### src/rtl/ctx_mig_pkg.sv
package ctx_mig_pkg;
  localparam int unsigned REG_COUNT = 32;
  localparam int unsigned REG_WIDTH = 64;

  typedef enum logic [1:0] {
    SRC_NORMAL = 2'd0,
    SRC_HEADER = 2'd1,
    SRC_SERVE  = 2'd2,
    SRC_IDLE   = 2'd3
  } src_state_e;

  typedef enum logic [1:0] {
    DST_WAIT_HDR = 2'd0,
    DST_FETCH    = 2'd1,
    DST_OWNED    = 2'd2
  } dst_state_e;
endpackage

### src/rtl/ctx_mig_rf.sv
module ctx_mig_rf #(
  parameter int unsigned DEPTH = 32,
  parameter int unsigned WIDTH = 64,
  parameter int unsigned NRD   = 1,
  localparam int unsigned IW   = $clog2(DEPTH)
) (
  input  logic             clk,
  input  logic             wa_en,
  input  logic [IW-1:0]    wa_idx,
  input  logic [WIDTH-1:0] wa_data,
  input  logic             wb_en,
  input  logic [IW-1:0]    wb_idx,
  input  logic [WIDTH-1:0] wb_data,
  input  logic [IW-1:0]    rd_idx  [NRD],
  output logic [WIDTH-1:0] rd_data [NRD]
);
  logic [WIDTH-1:0] mem_q [DEPTH];

  // Port b wins when both ports hit the same entry.
  for (genvar e = 0; e < DEPTH; e++) begin : g_entry
    logic             hit_a;
    logic             hit_b;
    logic             ent_en;
    logic [WIDTH-1:0] ent_d;
    always_comb begin
      hit_a  = wa_en && (wa_idx == IW'(e));
      hit_b  = wb_en && (wb_idx == IW'(e));
      ent_en = hit_a || hit_b;
      ent_d  = hit_b ? wb_data : wa_data;
    end
    always_ff @(posedge clk) begin
      if (ent_en) mem_q[e] <= ent_d;
    end
  end

  for (genvar r = 0; r < NRD; r++) begin : g_read
    assign rd_data[r] = mem_q[rd_idx[r]];
  end
endmodule

### src/rtl/ctx_mig_src.sv
module ctx_mig_src
  import ctx_mig_pkg::*;
#(
  parameter int unsigned DEPTH = REG_COUNT,
  parameter int unsigned WIDTH = REG_WIDTH,
  localparam int unsigned IW   = $clog2(DEPTH)
) (
  input  logic             clk,
  input  logic             rst_n,
  input  logic             start_i,
  input  logic [WIDTH-1:0] pc_i,
  input  logic             loc_wr_en_i,
  input  logic [IW-1:0]    loc_wr_idx_i,
  input  logic [WIDTH-1:0] loc_wr_data_i,
  output logic             issue_ready_o,
  output logic             idle_o,
  output logic             hdr_valid_o,
  input  logic             hdr_ready_i,
  output logic [DEPTH-1:0] hdr_map_o,
  output logic [WIDTH-1:0] hdr_pc_o,
  output logic [WIDTH-1:0] hdr_hi0_o,
  output logic [WIDTH-1:0] hdr_hi1_o,
  input  logic             req_valid_i,
  output logic             req_ready_o,
  input  logic [IW-1:0]    req_idx_i,
  output logic             rsp_valid_o,
  input  logic             rsp_ready_i,
  output logic [IW-1:0]    rsp_idx_o,
  output logic [WIDTH-1:0] rsp_data_o,
  input  logic             done_i
);
  localparam logic [IW-1:0] HI0 = IW'(DEPTH - 2);
  localparam logic [IW-1:0] HI1 = IW'(DEPTH - 1);

  src_state_e       st_q, st_d;
  logic [DEPTH-1:0] used_q, used_d;
  logic [WIDTH-1:0] pc_q;
  logic             pc_en;
  logic             rsp_v_q, rsp_v_d;
  logic [IW-1:0]    rsp_i_q;
  logic [WIDTH-1:0] rsp_d_q;
  logic             req_fire, loc_fire;
  logic [IW-1:0]    rd_idx  [3];
  logic [WIDTH-1:0] rd_data [3];

  ctx_mig_rf #(.DEPTH(DEPTH), .WIDTH(WIDTH), .NRD(3)) u_rf (
    .clk     (clk),
    .wa_en   (loc_fire),
    .wa_idx  (loc_wr_idx_i),
    .wa_data (loc_wr_data_i),
    .wb_en   (1'b0),
    .wb_idx  ('0),
    .wb_data ('0),
    .rd_idx  (rd_idx),
    .rd_data (rd_data)
  );

  always_comb begin
    rd_idx[0] = req_idx_i;
    rd_idx[1] = HI0;
    rd_idx[2] = HI1;
    issue_ready_o = (st_q == SRC_NORMAL);
    idle_o        = (st_q == SRC_IDLE);
    hdr_valid_o   = (st_q == SRC_HEADER);
    hdr_map_o     = used_q;
    hdr_pc_o      = pc_q;
    hdr_hi0_o     = rd_data[1];
    hdr_hi1_o     = rd_data[2];
    req_ready_o   = (st_q == SRC_SERVE) && (!rsp_v_q || rsp_ready_i);
    req_fire      = req_valid_i && req_ready_o;
    loc_fire      = issue_ready_o && loc_wr_en_i;
    pc_en         = issue_ready_o && start_i;
    rsp_valid_o   = rsp_v_q;
    rsp_idx_o     = rsp_i_q;
    rsp_data_o    = rsp_d_q;
  end

  always_comb begin
    st_d   = st_q;
    used_d = used_q;
    unique case (st_q)
      SRC_NORMAL: if (start_i) st_d = SRC_HEADER;
      SRC_HEADER: if (hdr_ready_i) st_d = SRC_SERVE;
      SRC_SERVE: if (done_i) begin
        st_d   = SRC_IDLE;
        used_d = '0;
      end
      default: st_d = SRC_IDLE;
    endcase
    if (loc_fire) used_d[loc_wr_idx_i] = 1'b1;
  end

  always_comb begin
    rsp_v_d = rsp_v_q;
    if (req_fire) rsp_v_d = 1'b1;
    else if (rsp_v_q && rsp_ready_i) rsp_v_d = 1'b0;
  end

  always_ff @(posedge clk or negedge rst_n) begin
    if (!rst_n) begin
      st_q    <= SRC_NORMAL;
      used_q  <= '0;
      rsp_v_q <= 1'b0;
    end else begin
      st_q    <= st_d;
      used_q  <= used_d;
      rsp_v_q <= rsp_v_d;
    end
  end

  always_ff @(posedge clk) begin
    if (pc_en) pc_q <= pc_i;
    if (req_fire) begin
      rsp_i_q <= req_idx_i;
      rsp_d_q <= rd_data[0];
    end
  end
endmodule

### src/rtl/ctx_mig_dst.sv
module ctx_mig_dst
  import ctx_mig_pkg::*;
#(
  parameter int unsigned DEPTH = REG_COUNT,
  parameter int unsigned WIDTH = REG_WIDTH,
  localparam int unsigned IW   = $clog2(DEPTH)
) (
  input  logic             clk,
  input  logic             rst_n,
  input  logic             hdr_valid_i,
  output logic             hdr_ready_o,
  input  logic [DEPTH-1:0] hdr_map_i,
  input  logic [WIDTH-1:0] hdr_pc_i,
  input  logic [WIDTH-1:0] hdr_hi0_i,
  input  logic [WIDTH-1:0] hdr_hi1_i,
  input  logic             ins_valid_i,
  output logic             ins_ready_o,
  input  logic             rs1_v_i,
  input  logic [IW-1:0]    rs1_i,
  input  logic             rs2_v_i,
  input  logic [IW-1:0]    rs2_i,
  input  logic             rd_v_i,
  input  logic [IW-1:0]    rd_i,
  output logic             req_valid_o,
  input  logic             req_ready_i,
  output logic [IW-1:0]    req_idx_o,
  input  logic             rsp_valid_i,
  output logic             rsp_ready_o,
  input  logic [IW-1:0]    rsp_idx_i,
  input  logic [WIDTH-1:0] rsp_data_i,
  output logic             done_o,
  output logic [DEPTH-1:0] pend_o,
  output logic [WIDTH-1:0] pc_o,
  input  logic [IW-1:0]    peek_idx_i,
  output logic [WIDTH-1:0] peek_data_o
);
  localparam logic [IW-1:0]    HI0   = IW'(DEPTH - 2);
  localparam logic [IW-1:0]    HI1   = IW'(DEPTH - 1);
  localparam logic [DEPTH-1:0] EAGER = {2'b11, {(DEPTH-2){1'b0}}};

  dst_state_e       st_q, st_d;
  logic [DEPTH-1:0] pend_q, pend_d;
  logic             wait_q, wait_d;
  logic [WIDTH-1:0] pc_q;
  logic             hdr_fire, rsp_fire, req_fire, ins_fire;
  logic             need1, need2, fetching;
  logic             wa_en;
  logic [IW-1:0]    wa_idx;
  logic [WIDTH-1:0] wa_data;
  logic [IW-1:0]    pk_idx  [1];
  logic [WIDTH-1:0] pk_data [1];

  ctx_mig_rf #(.DEPTH(DEPTH), .WIDTH(WIDTH), .NRD(1)) u_rf (
    .clk     (clk),
    .wa_en   (wa_en),
    .wa_idx  (wa_idx),
    .wa_data (wa_data),
    .wb_en   (hdr_fire),
    .wb_idx  (HI1),
    .wb_data (hdr_hi1_i),
    .rd_idx  (pk_idx),
    .rd_data (pk_data)
  );

  always_comb begin
    fetching    = (st_q == DST_FETCH);
    hdr_ready_o = (st_q == DST_WAIT_HDR);
    hdr_fire    = hdr_valid_i && hdr_ready_o;
    rsp_ready_o = 1'b1;
    rsp_fire    = rsp_valid_i && wait_q;
    need1       = rs1_v_i && pend_q[rs1_i];
    need2       = rs2_v_i && pend_q[rs2_i];
    // Lower index goes first when both operands are owed.
    if (need1 && need2) req_idx_o = (rs1_i < rs2_i) ? rs1_i : rs2_i;
    else if (need1)     req_idx_o = rs1_i;
    else                req_idx_o = rs2_i;
    req_valid_o = fetching && ins_valid_i && (need1 || need2) && !wait_q;
    req_fire    = req_valid_o && req_ready_i;
    ins_ready_o = (fetching && !need1 && !need2 && !wait_q) || (st_q == DST_OWNED);
    ins_fire    = ins_valid_i && ins_ready_o;
    done_o      = fetching && (pend_q == '0) && !wait_q;
    wa_en       = hdr_fire || rsp_fire;
    wa_idx      = hdr_fire ? HI0 : rsp_idx_i;
    wa_data     = hdr_fire ? hdr_hi0_i : rsp_data_i;
    pk_idx[0]   = peek_idx_i;
    peek_data_o = pk_data[0];
    pend_o      = pend_q;
    pc_o        = pc_q;
  end

  always_comb begin
    st_d   = st_q;
    pend_d = pend_q;
    wait_d = wait_q;
    unique case (st_q)
      DST_WAIT_HDR: if (hdr_fire) begin
        st_d   = DST_FETCH;
        pend_d = hdr_map_i & ~EAGER;
      end
      DST_FETCH: begin
        if (done_o) st_d = DST_OWNED;
        if (req_fire) wait_d = 1'b1;
        if (rsp_fire) begin
          wait_d = 1'b0;
          pend_d[rsp_idx_i] = 1'b0;
        end
        // A write retires the old value: nothing to fetch for it.
        if (ins_fire && rd_v_i) pend_d[rd_i] = 1'b0;
      end
      default: st_d = DST_OWNED;
    endcase
  end

  always_ff @(posedge clk or negedge rst_n) begin
    if (!rst_n) begin
      st_q   <= DST_WAIT_HDR;
      pend_q <= '0;
      wait_q <= 1'b0;
    end else begin
      st_q   <= st_d;
      pend_q <= pend_d;
      wait_q <= wait_d;
    end
  end

  always_ff @(posedge clk) begin
    if (hdr_fire) pc_q <= hdr_pc_i;
  end
endmodule

### src/rtl/ctx_migrate_lazy.sv
module ctx_migrate_lazy
  import ctx_mig_pkg::*;
#(
  parameter int unsigned DEPTH = REG_COUNT,
  parameter int unsigned WIDTH = REG_WIDTH,
  localparam int unsigned IW   = $clog2(DEPTH)
) (
  input  logic             clk,
  input  logic             rst_n,
  input  logic             src_start,
  input  logic [WIDTH-1:0] src_pc,
  input  logic             src_wr_en,
  input  logic [IW-1:0]    src_wr_idx,
  input  logic [WIDTH-1:0] src_wr_data,
  output logic             src_issue_ready,
  output logic             src_idle,
  input  logic             dst_ins_valid,
  output logic             dst_ins_ready,
  input  logic             dst_rs1_valid,
  input  logic [IW-1:0]    dst_rs1,
  input  logic             dst_rs2_valid,
  input  logic [IW-1:0]    dst_rs2,
  input  logic             dst_rd_valid,
  input  logic [IW-1:0]    dst_rd,
  output logic [WIDTH-1:0] dst_pc,
  output logic [DEPTH-1:0] dst_pending,
  input  logic [IW-1:0]    dst_peek_idx,
  output logic [WIDTH-1:0] dst_peek_data,
  output logic             mig_done,
  output logic             xfer_req_fire,
  output logic [IW-1:0]    xfer_req_idx
);
  logic             hdr_valid, hdr_ready;
  logic [DEPTH-1:0] hdr_map;
  logic [WIDTH-1:0] hdr_pc, hdr_hi0, hdr_hi1;
  logic             req_valid, req_ready;
  logic [IW-1:0]    req_idx;
  logic             rsp_valid, rsp_ready;
  logic [IW-1:0]    rsp_idx;
  logic [WIDTH-1:0] rsp_data;

  ctx_mig_src #(.DEPTH(DEPTH), .WIDTH(WIDTH)) u_src (
    .clk (clk), .rst_n (rst_n),
    .start_i (src_start), .pc_i (src_pc),
    .loc_wr_en_i (src_wr_en), .loc_wr_idx_i (src_wr_idx), .loc_wr_data_i (src_wr_data),
    .issue_ready_o (src_issue_ready), .idle_o (src_idle),
    .hdr_valid_o (hdr_valid), .hdr_ready_i (hdr_ready), .hdr_map_o (hdr_map),
    .hdr_pc_o (hdr_pc), .hdr_hi0_o (hdr_hi0), .hdr_hi1_o (hdr_hi1),
    .req_valid_i (req_valid), .req_ready_o (req_ready), .req_idx_i (req_idx),
    .rsp_valid_o (rsp_valid), .rsp_ready_i (rsp_ready),
    .rsp_idx_o (rsp_idx), .rsp_data_o (rsp_data),
    .done_i (mig_done)
  );

  ctx_mig_dst #(.DEPTH(DEPTH), .WIDTH(WIDTH)) u_dst (
    .clk (clk), .rst_n (rst_n),
    .hdr_valid_i (hdr_valid), .hdr_ready_o (hdr_ready), .hdr_map_i (hdr_map),
    .hdr_pc_i (hdr_pc), .hdr_hi0_i (hdr_hi0), .hdr_hi1_i (hdr_hi1),
    .ins_valid_i (dst_ins_valid), .ins_ready_o (dst_ins_ready),
    .rs1_v_i (dst_rs1_valid), .rs1_i (dst_rs1),
    .rs2_v_i (dst_rs2_valid), .rs2_i (dst_rs2),
    .rd_v_i (dst_rd_valid), .rd_i (dst_rd),
    .req_valid_o (req_valid), .req_ready_i (req_ready), .req_idx_o (req_idx),
    .rsp_valid_i (rsp_valid), .rsp_ready_o (rsp_ready),
    .rsp_idx_i (rsp_idx), .rsp_data_i (rsp_data),
    .done_o (mig_done), .pend_o (dst_pending), .pc_o (dst_pc),
    .peek_idx_i (dst_peek_idx), .peek_data_o (dst_peek_data)
  );

  assign xfer_req_fire = req_valid && req_ready;
  assign xfer_req_idx  = req_idx;
endmodule

### config.mk
export PLATFORM = sky130hd
export DESIGN_NAME = ctx_migrate_lazy
export DESIGN_NICKNAME = d
export VERILOG_FILES = /design/src/rtl/ctx_mig_pkg.sv /design/src/rtl/ctx_mig_rf.sv /design/src/rtl/ctx_mig_src.sv /design/src/rtl/ctx_mig_dst.sv /design/src/rtl/ctx_migrate_lazy.sv
export SDC_FILE = /design/constraint.sdc
export NUM_CORES = 2
export LEC_CHECK = 0
export BUFFER_PORTS_ARGS = -buffer_cell sky130_fd_sc_hd__buf_2
export CAP_MARGIN = 0
export CORE_UTILIZATION = 55
export DETAILED_ROUTE_END_ITERATION = 10
export PLACE_DENSITY = 0.78
export SLEW_MARGIN = 20
export SYNTH_ARGS = -nofsm -noshare
export SYNTH_HDL_FRONTEND = slang
export SYNTH_SLANG_ARGS = --single-unit
### constraint.sdc
create_clock -name clk -period 7 [get_ports clk]
set_input_delay 1.4 -clock clk [delete_from_list [all_inputs] [get_ports clk]]
set_output_delay 1.4 -clock clk [all_outputs]
set_load 0.02 [all_outputs]
## After elaboration in Yosys (flattened, before gate mapping)

Memories as Yosys holds them, arrays and structs flattened. A register that Yosys moved wholly into a read port is not among the register bits.
Index checks and enable logic that the tools add are counted.

| cells by class | value |
|---|---|
| $add $sub $neg | 0 |
| $mul | 0 |
| divide/modulo/power cells | 0 |
| order comparisons | 9 |
| eq/ne operators | 72 |
| shift-type cells | 0 |
| multiplexer cells | 345 |
| bitwise logic cells | 5 |
| reduce and logical (&&, ||, !) cells | 164 |

Operator list:

| kind | count |
|---|---|
| 2-to-1 mux 64 bit | 63 |
| OR reduction 64 bit | 61 |
| 2-to-1 mux 5 bit | 65 |
| 2-to-1 mux 32 bit | 7 |
| 2-to-1 mux 1 bit | 197 |
| == test 5 bit (second input constant) | 32 |
| logical AND 1 bit | 85 |
| == test 5 x 4 -> 1 bit (second input constant) | 16 |
| AND 32 bit | 2 |
| NOT 32 bit | 2 |
| case mux 32 bit (2 select lines) | 1 |
| == test 5 x 3 -> 1 bit (second input constant) | 8 |
| zero test 32 bit | 1 |
| bitwise OR 32 bit | 1 |
| less-than comparator 5 x 6 -> 1 bit (second input constant) | 5 |
| == test 5 x 2 -> 1 bit (second input constant) | 4 |
| demux 1 bit (select 5 bit) | 3 |
| greater-or-equal comparator 5 x 1 -> 1 bit (second input constant) | 3 |
| binary-select mux 1 bit (select 5 bit) | 2 |
| == test 5 x 1 -> 1 bit (second input constant) | 2 |
| zero test 5 bit | 2 |
| 2-to-1 mux 2 bit | 5 |
| inequality test 2 bit (second input constant) | 4 |
| == test 2 bit (second input constant) | 3 |
| 11 further kinds | 21 |

| storage, ports and cells | value |
|---|---|
| flip-flop bits (word level) | 203 |
| latch bits | 0 |
| bits in writable memories | 4096 |
| bits in read-only memories | 0 |
| output and inout port bits | 170 |
| logic and storage cells | 606 |
| memories kept | 2 |

Memories:

| memory | words | width | read ports | clocked after Yosys merged registers in | write ports | RTL line | source |
|---|---|---|---|---|---|---|---|
| u_dst.u_rf.mem_q | 32 | 64 | 1 | 0 | 2 | ctx_mig_rf.sv:17 | `logic [WIDTH-1:0] mem_q [DEPTH];` |
| u_src.u_rf.mem_q | 32 | 64 | 3 | 1 | 1 | ctx_mig_rf.sv:17 |  |

## Longest topological paths before layout

| logic depth | value |
|---|---|
| word-level depth | 38 |
| gate-level depth with buffers | 16 |
| gate-level depth less buffers | 12 |

## Cells and area by module

From an unflattened synthesis, not the netlist that was laid out.

| unflattened totals | value |
|---|---|
| cell total of the unflattened synthesis | 16132 |
| area, all modules | 249548.1 µm² |

By module, submodules not included:

| module | times used | cells an instance | area an instance (µm²) |
|---|---|---|---|
| ctx_mig_rf (u_src.u_rf) | 1 | 9447 | 136335.8 |
| ctx_mig_rf (u_dst.u_rf) | 1 | 5866 | 102339.4 |
| ctx_mig_src | 1 | 237 | 5435.2 |
| ctx_mig_dst | 1 | 581 | 5431.5 |
| ctx_migrate_lazy | 1 | 1 | 6.3 |

## Worst setup path before layout

No wires, ideal clock.

| timing path | value |
|---|---|
| path kind | register to register |
| start | reg u_dst.st_q[1] |
| end | mem u_dst.u_rf.mem_q[14][0] (enable) |
| arrival time | 7.129 ns |
| data required time | 6.356 ns |
| slack | -0.773 ns |
| stages on the path, launching flop included | 8 |
| buffers on the path | 2 |
| cells stage by stage | dfrtp_1 -> nor2_1 -> nand2_1 -> or2_2 -> clkbuf_1 -> inv_1 -> clkbuf_1 -> nor4_1 |

RTL lines:

| what | RTL line | source |
|---|---|---|
| start: declaration | ctx_mig_dst.sv:41 | `dst_state_e st_q, st_d;` |
| start signal: assignment | ctx_mig_dst.sv:120 | `st_q <= st_d;` |
| end: declaration | ctx_mig_rf.sv:17 |  |

## Final worst setup path

| timing path | value |
|---|---|
| start | in dst_rs2[0] |
| end | out xfer_req_idx[2] |

| between the ends | value |
|---|---|
| longest elaborated chain between the ends | 5 |
| elaborated cells on any way between the ends | 7 |

RTL lines:

| what | RTL line | source |
|---|---|---|
| start: declaration | ctx_migrate_lazy.sv:22 | `input logic [IW-1:0] dst_rs2,` |
| binary-select mux 1 bit (select 5 bit) | ctx_mig_dst.sv:72 | `need2 = rs2_v_i && pend_q[rs2_i];` |
| 2-to-1 mux 1 bit (not written as such) | ctx_mig_dst.sv:72 |  |
| logical AND 1 bit | ctx_mig_dst.sv:72 |  |
| logical AND 1 bit | ctx_mig_dst.sv:74 | `if (need1 && need2) req_idx_o = (rs1_i < rs2_i) ? rs1_i : rs2_i;` |
| 2-to-1 mux 5 bit (*) | ctx_mig_dst.sv:74 |  |
| end: declaration | ctx_migrate_lazy.sv:31 | `output logic [IW-1:0] xfer_req_idx` |

Mark *: on every way between the ends. The rest lies on a longest branch, timed or not. The select of a mux whose other input is x is not followed.

==> results.cfg <==
[run_status]
outcome = complete, no violations

[global_routing]
gr-total-overflow = 0
grt_usage = 0.299
grt_pass1_wl_mm = 659
grt_pass1_vias = 94546
antenna_found_initial = 64
grt_max_degree = 243

[synth]
synthCells = 9376
ys_ff_latch = 4361
synth_most_common_cell = edfxtp_1
synthArstFlopShare = 0.0156
syn_nets = 9541
yosys.area.top_type = edfxtp_1
synth_edf_count = 4293
yosysTopAreaCellShare = 0.768
ys_warn_count = 0
synth-seq-area-share = 0.779
synth.distinct_cells = 55
netlist_area_sq_mm = 0.168
synth_area_leaders = edfxtp_1 77%, mux4_2 8.7%, nand2_1 4.3%, mux2i_1 2.4%, nand3_1 1.9%
syn_area_per_cell_sq_um = 17.9
yosys-top-cells-count = 4293 x edfxtp_1, 1927 x nand2_1, 651 x mux4_2, 642 x nand3_1, 410 x mux2i_1
synth-main-ff-cell = edfxtp_1

[floorplan]
die_h_microns = 554
rows = 202
die_w_microns = 554
die_area_sq_mm = 0.307
start_util = 0.554
pin_count = 331
core_sq_mm = 0.303

[drt]
vias_per_cell = 6.75
drt-total-wl_mm = 467
drt_iter0_drc = 15670
via_count = 95263
wl_per_cell_microns = 33.1
drt_drc_violations_left = 0
antenna_left = 0
drt_first_pass_iters = 8

[sta]
rsz0062_at_grt = no
drv_slew = 0
fin_skew_ns = 0.0678
hold_ws_ns = 0.400
fin_crit_sh = 0.828
setup_viol = 0
fmax_mhz = 173
period_needed_ns = 5.80
finalHoldViolCount = 0
relSlewSlack = 0.195
tightest_slew_ns = 1.20
setup-tns-final_ns = 0

[setup_path]
start_kind = input pin
arrival_ns = 4.40
cp_max_fo = 16
criticalPathCategory = input pin to primary output
end_kind = primary output
worstPathRequired_ns = 5.60

[power]
pwr-share-clk = 0.411
seq_power_share = 0.518
comb_power_share = 0.071
power.density_mw_per_mm2 = 294
swShare = 0.224
switchingPower_uw = 12500
cell_internal_pwr_uw = 43100
ir_drop_v = 0.000240
leakage_uw = 0.0624

[flow_run]
max_cap_violations = 0

[clocking]
postCtsSetupBuffers = 0
clockRootBuffer = clkbuf_16
cts-resized-gates = 0
cts_tree = done
hold_buffers = 0
numCtsBuffers = 406
clock_path_buffers = 4
cts.sinks = 4361
clk_pin_slew_ns = 0.06
cts-htree-levels = 5
clkLatencyLatePin_ns = 0.96

[finish]
layout-drive-gt1-share = 0.197
fin_nets = 9949
num-fill-cells = 19286
layout-area-overhead-vs-synth_pct = 12.8

[placement]
portBuffers = 330
dp_hpwl_mm = 228
gp_congestion = 0.888

[worst_hold_path]
hp-class = register to register
[cell type report]
| cell class | instances | area (sq um) | area share |
|---|---|---|---|
| clock inverters | 263 | 3050 | 0.0161 |
| repair buffers | 540 | 4280 | 0.0226 |
| inverters | 13 | 63.8 | 0.000337 |
| well taps | 3978 | 4980 | 0.0263 |
| clock buffers | 476 | 10600 | 0.0559 |
| flip-flops and latches | 4361 | 131000 | 0.690 |
| diodes | 19 | 47.5 | 0.000251 |
| multi-input cells | 4462 | 35600 | 0.188 |
[logic make-up (layout without fill, tap and decap cells)]
family / count (synthesis) / count (layout) / share of synthesized area
mux: 1128 / 1128 / 0.116
buf+inv: 553 / 1292 / 0.0134
simple gates: 2980 / 2980 / 0.0765
flops: 4361 / 4361 / 0.779
compound gates: 350 / 350 / 0.0146
other cells: 0 / 19 / 0
fa+ha+maj: 4 / 4 / 0.000298
[flip-flops by register name (all words and copies together) (netlist names)]
name,flops
u_src.rsp_idx_o,5
u_dst.st_q,2
u_src.rsp_valid_o,1
u_dst.u_rf.mem_q,2048
u_src.u_rf.mem_q,2048
u_dst.pc_o,64
u_src.hdr_map_o,30
u_src.rsp_data_o,64
u_src.st_q,2
u_dst.pend_o,32
u_src.hdr_pc_o,64
u_dst.wait_q,1
[stage by stage]
| step | worst slack, ns | instances | util | power (uW) | area (sq um) |
|---|---|---|---|---|---|
| global placement | 1.23 | 13353 | 0.579 | 33100 | 175000 |
| floorplan | 0.143 | 9376 | - | 31800 | 168000 |
| CTS | 1.25 | 14092 | 0.624 | 55600 | 189000 |
| finish | 1.20 | 14112 | 0.624 | 55600 | 189000 |
| detailed placement | 1.13 | 13353 | 0.579 | 33200 | 175000 |
| global route | 1.12 | 14107 | 0.624 | 56800 | 189000 |
[power groups by stage]
| stage | clock network, uW | registers [uW] | logic, uW |
|---|---|---|---|
| after floorplan | 0 | 29400 | 2430 |
| after global placement | 0 | 29300 | 3710 |
| after detailed placement | 0 | 29300 | 3820 |
| after CTS | 22900 | 28800 | 3880 |
| after global routing | 23900 | 28800 | 4160 |
| final | 22900 | 28800 | 3930 |
[metal layers]
layer	GRT usage	share of wire	up-vias
met3	0.0596	0.13	1461
met4	0.135	0.050	44
met5	0	0.00059	-
li1	-	-	37590
met2	0.490	0.49	7877
met1	0.388	0.33	48291
[path summary, 6_finish.rpt]
| check | startpoint | to | slack, ns | depth (start not counted) |
|---|---|---|---|---|
| max reg2reg | u_dst.pend_o[20]$_DFFE_PN0P_ | u_src.rsp_data_o[28]$_DFFE_PP_ | 2.33 | 11 |
| max | dst_rs2[0] | xfer_req_idx[2] | 1.20 | 9 |
| min in group asynchronous | rst_n | u_src.hdr_map_o[5]$_DFF_PN0_ | 0.68 | 2 |
| min | u_src.hdr_pc_o[4]$_DFFE_PP_ | u_dst.pc_o[4]$_DFFE_PP_ | 0.40 | 0 |
| max in group asynchronous | rst_n | u_dst.pend_o[15]$_DFFE_PN0P_ | 5.71 | 2 |
| min reg2reg | u_src.hdr_pc_o[4]$_DFFE_PP_ | u_dst.pc_o[4]$_DFFE_PP_ | 0.40 | 0 |
[placed cells by master, fill, tap and decap left out, drive strengths merged, types with 8 or more instances in the layout]
master,count
clkinv,168
o2111ai,27
mux2,65
nor2b,8
edfxtp,4293
nor3,16
diode,19
nand2,1927
a21o,32
clkinvlp,18
nand2b,18
dfrtp,68
nand4,259
inv,28
mux2i,412
a31oi,192
buf,540
bufinv,62
nand3,642
clkbuf,476
nor2,74
nor4,10
a22oi,64
mux4,651
[critical path, cell delays in order]
cell and delay [ns]:
buf_2 0.41, mux2i_1 0.16, mux4_2 0.49, a221o_1 0.40, o311ai_4 0.50, buf_4 0.33
mux2i_4 0.39, inv_2 0.13, buf_2 0.18
(Power assumes the default switching activity.)
